==> config.mk <==
export PLATFORM = sky130hd
export DESIGN_NAME = pcm_pacer
export DESIGN_NICKNAME = d
export VERILOG_FILES = /design/src/rtl/pcm_pacer_pkg.sv /design/src/rtl/pacer_rate_div.sv /design/src/rtl/pacer_tick_gen.sv /design/src/rtl/pacer_seq.sv /design/src/rtl/pcm_pacer.sv
export SDC_FILE = /design/constraint.sdc
export NUM_CORES = 1
export LEC_CHECK = 0
export BUFFER_PORTS_ARGS = -buffer_cell sky130_fd_sc_hd__buf_2
export CORE_MARGIN = 3
export CORE_UTILIZATION = 35
export CTS_CLUSTER_SIZE = 40
export DETAILED_ROUTE_END_ITERATION = 12
export MAX_ROUTING_LAYER = met4
export SYNTH_ARGS = -nofsm -noshare
export SYNTH_HDL_FRONTEND = slang
export SYNTH_SLANG_ARGS = --single-unit
==> constraint.sdc <==
create_clock -name clk -period 6.8 [get_ports clk]
set_clock_uncertainty 0.1 [all_clocks]
set_input_delay 1.02 -clock clk [delete_from_list [all_inputs] [get_ports clk]]
set_output_delay 1.02 -clock clk [all_outputs]
set_load 0.1 [all_outputs]
==> src/rtl/pcm_pacer_pkg.sv <==
package pcm_pacer_pkg;
  typedef enum logic [2:0] {
    PS_IDLE,
    PS_ARM,
    PS_FETCH,
    PS_HOLD,
    PS_SETUP,
    PS_ACCESS
  } play_state_e;
endpackage

==> src/rtl/pacer_rate_div.sv <==
// Restoring divider, one quotient bit per clock, MSB first.
module pacer_rate_div #(
  parameter int NUM_W = 27,
  parameter int DEN_W = 17
) (
  input  logic             clk,
  input  logic             rst_n,
  input  logic             go,
  input  logic [NUM_W-1:0] num,
  input  logic [DEN_W-1:0] den,
  output logic             busy,
  output logic [NUM_W-1:0] quo
);
  localparam int CNT_W = $clog2(NUM_W + 1);

  logic [NUM_W-1:0] num_q, num_d;
  logic [DEN_W-1:0] den_q, den_d;
  logic [DEN_W-1:0] rem_q, rem_d;
  logic [NUM_W-1:0] quo_q, quo_d;
  logic [CNT_W-1:0] cnt_q, cnt_d;
  logic             busy_q, busy_d;
  logic [DEN_W:0]   rem_sh, rem_diff;
  logic             fits;

  always_comb begin
    rem_sh   = {rem_q, num_q[NUM_W-1]};
    rem_diff = rem_sh - {1'b0, den_q};
    fits     = (rem_sh >= {1'b0, den_q});
    num_d  = num_q;
    den_d  = den_q;
    rem_d  = rem_q;
    quo_d  = quo_q;
    cnt_d  = cnt_q;
    busy_d = busy_q;
    if (go) begin
      num_d  = num;
      den_d  = den;
      rem_d  = '0;
      quo_d  = '0;
      cnt_d  = CNT_W'(NUM_W);
      busy_d = 1'b1;
    end else if (busy_q) begin
      num_d  = {num_q[NUM_W-2:0], 1'b0};
      rem_d  = fits ? rem_diff[DEN_W-1:0] : rem_sh[DEN_W-1:0];
      quo_d  = {quo_q[NUM_W-2:0], fits};
      cnt_d  = cnt_q - 1'b1;
      busy_d = (cnt_q != CNT_W'(1));
    end
  end

  always_ff @(posedge clk or negedge rst_n) begin
    if (!rst_n) begin
      num_q  <= '0;
      den_q  <= '0;
      rem_q  <= '0;
      quo_q  <= '0;
      cnt_q  <= '0;
      busy_q <= 1'b0;
    end else begin
      num_q  <= num_d;
      den_q  <= den_d;
      rem_q  <= rem_d;
      quo_q  <= quo_d;
      cnt_q  <= cnt_d;
      busy_q <= busy_d;
    end
  end

  assign busy = busy_q;
  assign quo  = quo_q;
endmodule

==> src/rtl/pacer_tick_gen.sv <==
// Down-counter giving a one-clock tick every `period` cycles while enabled.
module pacer_tick_gen #(
  parameter int PER_W = 27
) (
  input  logic             clk,
  input  logic             rst_n,
  input  logic             load,
  input  logic             en,
  input  logic [PER_W-1:0] period,
  output logic             tick
);
  logic [PER_W-1:0] cnt_q, cnt_d;
  logic [PER_W-1:0] reload;

  always_comb begin
    reload = (period == '0) ? '0 : period - 1'b1;
    tick   = en && !load && (cnt_q == '0);
    cnt_d  = cnt_q;
    if (load)       cnt_d = reload;
    else if (tick)  cnt_d = reload;
    else if (en)    cnt_d = cnt_q - 1'b1;
  end

  always_ff @(posedge clk or negedge rst_n) begin
    if (!rst_n) cnt_q <= '0;
    else        cnt_q <= cnt_d;
  end
endmodule

==> src/rtl/pacer_seq.sv <==
// Playback sequencer: fetch ahead, hold until tick, two-phase DAC write.
module pacer_seq
  import pcm_pacer_pkg::*;
#(
  parameter int ADDR_W  = 32,
  parameter int DATA_W  = 16,
  parameter int SAMPLES = 4096
) (
  input  logic              clk,
  input  logic              rst_n,
  input  logic              start,
  input  logic [ADDR_W-1:0] base,
  input  logic              div_busy,
  input  logic              tick,
  output logic              tick_load,
  output logic              playing,
  output logic              done,
  output logic              mem_req,
  output logic [ADDR_W-1:0] mem_addr,
  input  logic              mem_ack,
  input  logic [DATA_W-1:0] mem_rdata,
  output logic              dac_sel,
  output logic              dac_enable,
  output logic [DATA_W-1:0] dac_wdata,
  input  logic              dac_ready
);
  localparam int CNT_W = (SAMPLES > 1) ? $clog2(SAMPLES) : 1;
  localparam logic [CNT_W-1:0] LAST = CNT_W'(SAMPLES - 1);
  localparam logic [ADDR_W-1:0] STEP = ADDR_W'(DATA_W / 8);

  play_state_e       st_q, st_d;
  logic [ADDR_W-1:0] addr_q, addr_d;
  logic [CNT_W-1:0]  cnt_q, cnt_d;
  logic [DATA_W-1:0] smp_q, smp_d;
  logic              pend_q, pend_d;
  logic              done_q, done_d;

  always_comb begin
    st_d      = st_q;
    addr_d    = addr_q;
    cnt_d     = cnt_q;
    smp_d     = smp_q;
    pend_d    = pend_q || tick;
    done_d    = done_q;
    tick_load = 1'b0;
    unique case (st_q)
      PS_IDLE: begin
        pend_d = 1'b0;
        if (start) begin
          done_d = 1'b0;
          addr_d = base;
          cnt_d  = '0;
          st_d   = PS_ARM;
        end
      end
      PS_ARM: begin
        pend_d = 1'b0;
        if (!div_busy) begin
          tick_load = 1'b1;
          st_d      = PS_FETCH;
        end
      end
      PS_FETCH: begin
        if (mem_ack) begin
          smp_d = mem_rdata;
          st_d  = PS_HOLD;
        end
      end
      PS_HOLD: begin
        if (tick || pend_q) begin
          pend_d = 1'b0;
          st_d   = PS_SETUP;
        end
      end
      PS_SETUP: st_d = PS_ACCESS;
      PS_ACCESS: begin
        if (dac_ready) begin
          addr_d = addr_q + STEP;
          cnt_d  = cnt_q + 1'b1;
          if (cnt_q == LAST) begin
            done_d = 1'b1;
            st_d   = PS_IDLE;
          end else begin
            st_d = PS_FETCH;
          end
        end
      end
      default: st_d = PS_IDLE;
    endcase
  end

  always_ff @(posedge clk or negedge rst_n) begin
    if (!rst_n) begin
      st_q   <= PS_IDLE;
      addr_q <= '0;
      cnt_q  <= '0;
      smp_q  <= '0;
      pend_q <= 1'b0;
      done_q <= 1'b0;
    end else begin
      st_q   <= st_d;
      addr_q <= addr_d;
      cnt_q  <= cnt_d;
      smp_q  <= smp_d;
      pend_q <= pend_d;
      done_q <= done_d;
    end
  end

  assign playing    = (st_q != PS_IDLE) && (st_q != PS_ARM);
  assign done       = done_q;
  assign mem_req    = (st_q == PS_FETCH);
  assign mem_addr   = addr_q;
  assign dac_sel    = (st_q == PS_SETUP) || (st_q == PS_ACCESS);
  assign dac_enable = (st_q == PS_ACCESS);
  assign dac_wdata  = smp_q;
endmodule

==> src/rtl/pcm_pacer.sv <==
module pcm_pacer #(
  parameter int CLK_HZ  = 40_000_000,
  parameter int SAMPLES = 4096,
  parameter int ADDR_W  = 32,
  parameter int RATE_W  = 17
) (
  input  logic              clk,
  input  logic              rst_n,
  input  logic              cfg_we,
  input  logic              cfg_sel,
  input  logic [31:0]       cfg_wdata,
  input  logic              start,
  output logic              done,
  output logic              mem_req,
  output logic [ADDR_W-1:0] mem_addr,
  input  logic              mem_ack,
  input  logic [15:0]       mem_rdata,
  output logic              dac_sel,
  output logic              dac_enable,
  output logic [15:0]       dac_wdata,
  input  logic              dac_ready
);
  localparam int DATA_W = 16;
  localparam int NUM_W  = $clog2(CLK_HZ + (1 << RATE_W)) + 1;

  logic              rst_m_q, rst_s_q;
  logic [ADDR_W-1:0] base_q;
  logic              div_go, div_busy, tick, tick_load, playing;
  logic [RATE_W-1:0] rate_in;
  logic [NUM_W-1:0]  div_num, div_quo, period;

  // Reset: asserted asynchronously, released on a clock edge.
  always_ff @(posedge clk or negedge rst_n) begin
    if (!rst_n) begin
      rst_m_q <= 1'b0;
      rst_s_q <= 1'b0;
    end else begin
      rst_m_q <= 1'b1;
      rst_s_q <= rst_m_q;
    end
  end

  always_ff @(posedge clk or negedge rst_s_q) begin
    if (!rst_s_q)                   base_q <= '0;
    else if (cfg_we && !cfg_sel)    base_q <= cfg_wdata[ADDR_W-1:0];
  end

  always_comb begin
    rate_in = cfg_wdata[RATE_W-1:0];
    div_go  = cfg_we && cfg_sel && (rate_in != '0);
    div_num = NUM_W'(CLK_HZ) + NUM_W'(rate_in >> 1);
    period  = (div_quo == '0) ? NUM_W'(1) : div_quo;
  end

  pacer_rate_div #(.NUM_W(NUM_W), .DEN_W(RATE_W)) u_div (
    .clk(clk), .rst_n(rst_s_q), .go(div_go), .num(div_num), .den(rate_in),
    .busy(div_busy), .quo(div_quo)
  );

  pacer_tick_gen #(.PER_W(NUM_W)) u_tick (
    .clk(clk), .rst_n(rst_s_q), .load(tick_load), .en(playing),
    .period(period), .tick(tick)
  );

  pacer_seq #(.ADDR_W(ADDR_W), .DATA_W(DATA_W), .SAMPLES(SAMPLES)) u_seq (
    .clk(clk), .rst_n(rst_s_q), .start(start), .base(base_q),
    .div_busy(div_busy), .tick(tick), .tick_load(tick_load), .playing(playing),
    .done(done), .mem_req(mem_req), .mem_addr(mem_addr), .mem_ack(mem_ack),
    .mem_rdata(mem_rdata), .dac_sel(dac_sel), .dac_enable(dac_enable),
    .dac_wdata(dac_wdata), .dac_ready(dac_ready)
  );
endmodule

; Yosys cells after proc, flatten, opt, wreduce, memory -nomap -nowiden
; Index checks and enable logic that the tools add are counted.
[word_totals]
n_memories = 0
latch_bits = 0
register_bits = 220
ramBits = 0
inputBits = 55
mem_bits_ro = 0
[op_classes]
shifts = 0
eq_ne = 14
n_addsub = 7
order_cmp = 1
div_mod_pow = 0
reduce_logical = 24
mux = 36
multipliers = 0
n_bitwise = 0
[op_table]
columns = op, n
row1 = $mux W27, 9
row2 = $logic_not A27 Y1, 3
row3 = $mux W32, 2
row4 = $pmux W32 S2, 1
row5 = $sub A27 B1 Y27 const B, 2
row6 = $mux W17, 3
row7 = $add A32 B2 Y32 const B, 1
row8 = $add A26 B16 Y27 const A, 1
row9 = $mux W12, 2
row10 = $pmux W12 S2, 1
row11 = $ge A18 B17 Y1, 1
row12 = $pmux W3 S6, 1
row13 = $reduce_bool A17 Y1, 1
row14 = $sub A17 B17 Y17, 1
row15 = $mux W3, 5
row16 = $add A12 B1 Y12 const B, 1
row17 = $eq A12 B12 Y1 const B, 1
row18 = $mux W5, 2
row19 = $mux W1, 8
row20 = $ne A2 B1 Y1 const B, 4
row21 = $eq A3 B2 Y1 const B, 2
row22 = $eq A3 B3 Y1 const B, 2
row23 = $logic_and A1 B1 Y1, 6
row24 = $reduce_bool A3 Y1, 2
row25 = other kinds (16), 20

; Depth between registers and ports, before layout
[depth]
ltp_word = 8
mapped_depth = 16

; Cells and area by module
; From an unflattened synthesis, not the netlist that was laid out.
[unflattened]
cells_unflattened = 1340
area_unflattened_um2 = 12887.4
[by_module_without_submodules]
columns = module, area_per_inst_um2, cells_per_inst, seq_area_each_um2, instances
row1 = pacer_rate_div, 5301.3, 539, 2352.3, 1
row2 = pacer_seq, 3624.7, 391, 1626.6, 1
row3 = pacer_tick_gen, 2371.0, 277, 675.6, 1
row4 = pcm_pacer, 1590.3, 133, 850.8, 1

; Least setup slack after synthesis
; Ideal clock, no wire load.
[synth_path]
path_kind = register -> output
from = register u_seq.st_q[1]
to = output port dac_enable
setup_slack_ns = 2.010
path_buffers = 3
required_ns = 5.680
arrival_time_ns = 3.670
stages_incl_launch_ff = 7
path_cell_list = dfrtp_1 -> buf_2 -> nor2b_1 -> nand2_1 -> inv_1 -> clkbuf_1 -> clkbuf_1
[synth_between]
elab_chain_cells = 1
[synth_lines]
columns = element, line
row1 = from (decl), pacer_seq.sv:31  ; play_state_e st_q, st_d;
row2 = from (signal assigned), pacer_seq.sv:101  ; st_q <= st_d;
row3 = $eq A3 B3 Y1, pacer_seq.sv:115  ; assign dac_enable = (st_q == PS_ACCESS);
row4 = to (decl), pcm_pacer.sv:19  ; output logic dac_enable,
; Every way passes these cells.

; Final worst setup path
[layout_path]
from = register u_seq.st_q[2]
to = output port dac_enable
; Same word-level chain as after synthesis.

==> impl_metrics.py <==
metrics = {
    "run_status": {
        "status": "finished clean",
    },
    "yosys": {
        "ys_async_sr_fraction_pct": 100,
        "ys_ff_latch": 220,
        "syn-instance-count": 1248,
        "synth_warnings": 0,
        "syn_nets": 1329,
        "syn-cell-area_um2": 11800,
        "avgSynthCellArea_um2": 9.45,
        "synthFlopType": "dfrtp_1",
        "post_synth_num_cell_types": 79,
        "yosysSeqAreaShare_pct": 46.7,
        "synth_edf_count": 0,
    },
    "timing": {
        "fin_setup_tns_ns": 0,
        "final.min_clock_period_ns": 4.35,
        "fin_crit_sh_pct": 63.9,
        "rsz0062_at_grt": "false",
        "worst_pin_slew_ns": 1.26,
        "finalMaxSlewViolations": 0,
        "relSlewSlack_pct": 15.4,
        "hold_viol_final": 0,
        "fmax_mhz": 230,
        "setup-violations-final": 0,
    },
    "floorplanning": {
        "die_x_um": 190,
        "initial_core_util_pct": 35.9,
        "die_y_um": 190,
        "die_area_um2": 35900,
        "pin_count": 107,
        "core_um2": 32900,
        "num_rows": 66,
    },
    "worst_setup_path": {
        "arrival_ns": 3.23,
        "cp-end-kind": "primary output",
        "cpLargestDelayFamily": "buffers and inverters",
        "crit_chain": "nor2b_1 > nand2_1 > inv_1 > buf_2",
        "crit_slowest_cell": "inv_1",
        "cp.required_ns": 5.68,
        "critPathKind": "register to primary output",
        "critPathMaxFanout": 29,
        "reg2reg_slack_ns": 2.91,
        "critPathLaunchType": "register",
        "max_stage_delay_ns": 0.84,
        "crit_buf_inv": 2,
    },
    "final_layout": {
        "syn_to_final_growth_pct": 15.3,
        "final_layout_size_suffix_gt1_share_pct": 16.8,
        "layout_common_cells": "dfrtp_1, nand2_1, nor2_1",
        "multiInputGateArea_um2": 5910,
        "final_area_um2": 13600,
        "final_core_util_pct": 41.4,
        "n_antenna_cell": 0,
        "fillerInstances": 3312,
        "layout_commonest_cell": "dfrtp_1",
        "seq_area_um2": 5510,
        "layout.nets": 1406,
    },
    "route": {
        "drtIter0Drc": 562,
        "detail-route-antenna-nets": 0,
        "wl_um": 29200,
        "firstDrtPassIters": 5,
        "drt-vias-per-instance": 5.31,
        "drcViolationCount": 0,
        "detail_route.wl_per_cell_um": 16.4,
        "vias": 9477,
    },
    "placement": {
        "gp_congestion": 0.866,
        "port-buffer-count": 106,
        "placed_area_um2": 12700,
        "hpwlAfterDp_um": 20000,
    },
    "pwr": {
        "total_power_mw": 6.44,
        "ir_worst_vdd_mv": 0.407,
        "p_leak_nw": 6.28,
        "power_density_nw_per_um2": 473,
    },
    "grt": {
        "grt_max_degree": 111,
        "top_usage_layer": "met2",
        "grt_pass1_wl_um": 48800,
        "antenna_found_initial": 0,
        "met1_usage_pct": 23.6,
        "grt.total_usage_pct": 16.6,
        "grt_use_met2_pct": 24.7,
        "overflow": 0,
        "grt_pass1_vias": 9270,
        "use_met3_pct": 2.84,
    },
    "clock_network": {
        "clkSinkCount": 220,
        "hold_buffers": 0,
        "clk_latency_ns": 0.53,
        "clk_path_buf_depth": 3,
        "cts_tree": "yes",
        "clk_pin_slew_worst_paths_ns": 0.06,
        "cts_buffers": 26,
        "cts_setup_buffers": 0,
        "h-tree-depth": 1,
        "cts_resized": 0,
        "cts_root_buf": "clkbuf_16",
    },
    "job": {
        "cap_viol_max_count": 0,
    },
    "worst_hold_path": {
        "hp-class": "primary input to asynchronous set/reset pin",
    },
}
[final timing paths]
check	from	endpoint	cells after the start
max in group asynchronous	rst_s_q	u_tick.cnt_q[1]	1
worst max register to register	u_div.quo[3]	u_tick.cnt_q[0]	13
worst max-delay path	u_seq.st_q[2]	dac_enable	4
worst min-delay path	rst_n	rst_s_q	1
min in group clk	rst_m_q	rst_s_q	0
worst min register to register	rst_m_q	rst_s_q	0
[per-layer routing]
layer  wire length (um)  vias up
met5                  0        -
met4                799        0
met3               1310       53
met2              12900      190
met1              14200     4601
li1                   -     4633
[area by class of cell]
type	instances	share of cell area, %
clock buffer	39	5.59
timing repair buffer	115	4.49
inverter	38	1.05
sequential	220	40.5
clock inverter	7	0.855
multi-input combinational	924	43.4
tap	442	4.07
[worst register-to-register path, delay by kind of cell (launching register included)]
kind	cells	cell delay [ns]
AOI/OAI and AO/OA	2	0.51
adders and majority gates	1	0.22
DFF	1	0.44
and+or+nand+nor	10	2.53
[where the power goes]
group	total [mW]	internal (mW)	switching, mW
Combinational	2.99	0.853	2.13
Clock	1.43	0.883	0.543
Sequential	2.03	1.66	0.363
Total	6.44	3.40	3.04
[synthesized netlist by cell type, types with 21 or more instances]
cell,instances,area [um^2]
dfrtp_1,220,5510
nand3_1,37,185
ha_1,25,313
inv_1,38,143
clkbuf_1,54,203
o21ai_1,28,140
nand2_1,179,672
nor3_1,23,115
a31oi_1,21,131
mux2_2,47,529
o21ai_0,67,335
a21oi_1,49,245
xnor2_1,27,236
nor2_1,115,432
mux2i_1,66,661
[metrics by stage]
stage                     hold WS, ns  setup slack [ns]  std cells
after floorplan                 0.231             0.115       1248
after global placement          0.236              2.98       1739
after detailed placement        0.240              2.89       1739
after CTS                       0.142              2.44       1785
after global routing            0.144              2.22       1785
final                           0.166              2.45       1785
[registers in the layout, summed over array words and instances, names as in the netlist]
signal / flops
rst_s_q: 1
rst_m_q: 1
u_div.den_q: 17
base_q: 32
u_div.num_q: 27
u_div.busy: 1
u_seq.pend_q: 1
u_seq.dac_wdata: 16
u_div.rem_q: 17
u_div.quo: 27
u_seq.mem_addr: 32
u_seq.done: 1
u_tick.cnt_q: 27
u_div.cnt_q: 5
u_seq.cnt_q: 12
u_seq.st_q: 3
[logic make-up after synthesis]
group | Yosys count | synth area share (%)
AND/OR/NAND/NOR | 474 | 19.3
AO/OA/AOI/OAI | 263 | 14.1
flip-flops | 220 | 46.7
multiplexers | 114 | 10.2
buffers and inverters | 104 | 3.45
XOR/XNOR | 46 | 3.42
adder cells (fa/ha/maj) | 26 | 2.82
other | 1 | 0.0318
(Power assumes the default switching activity.)
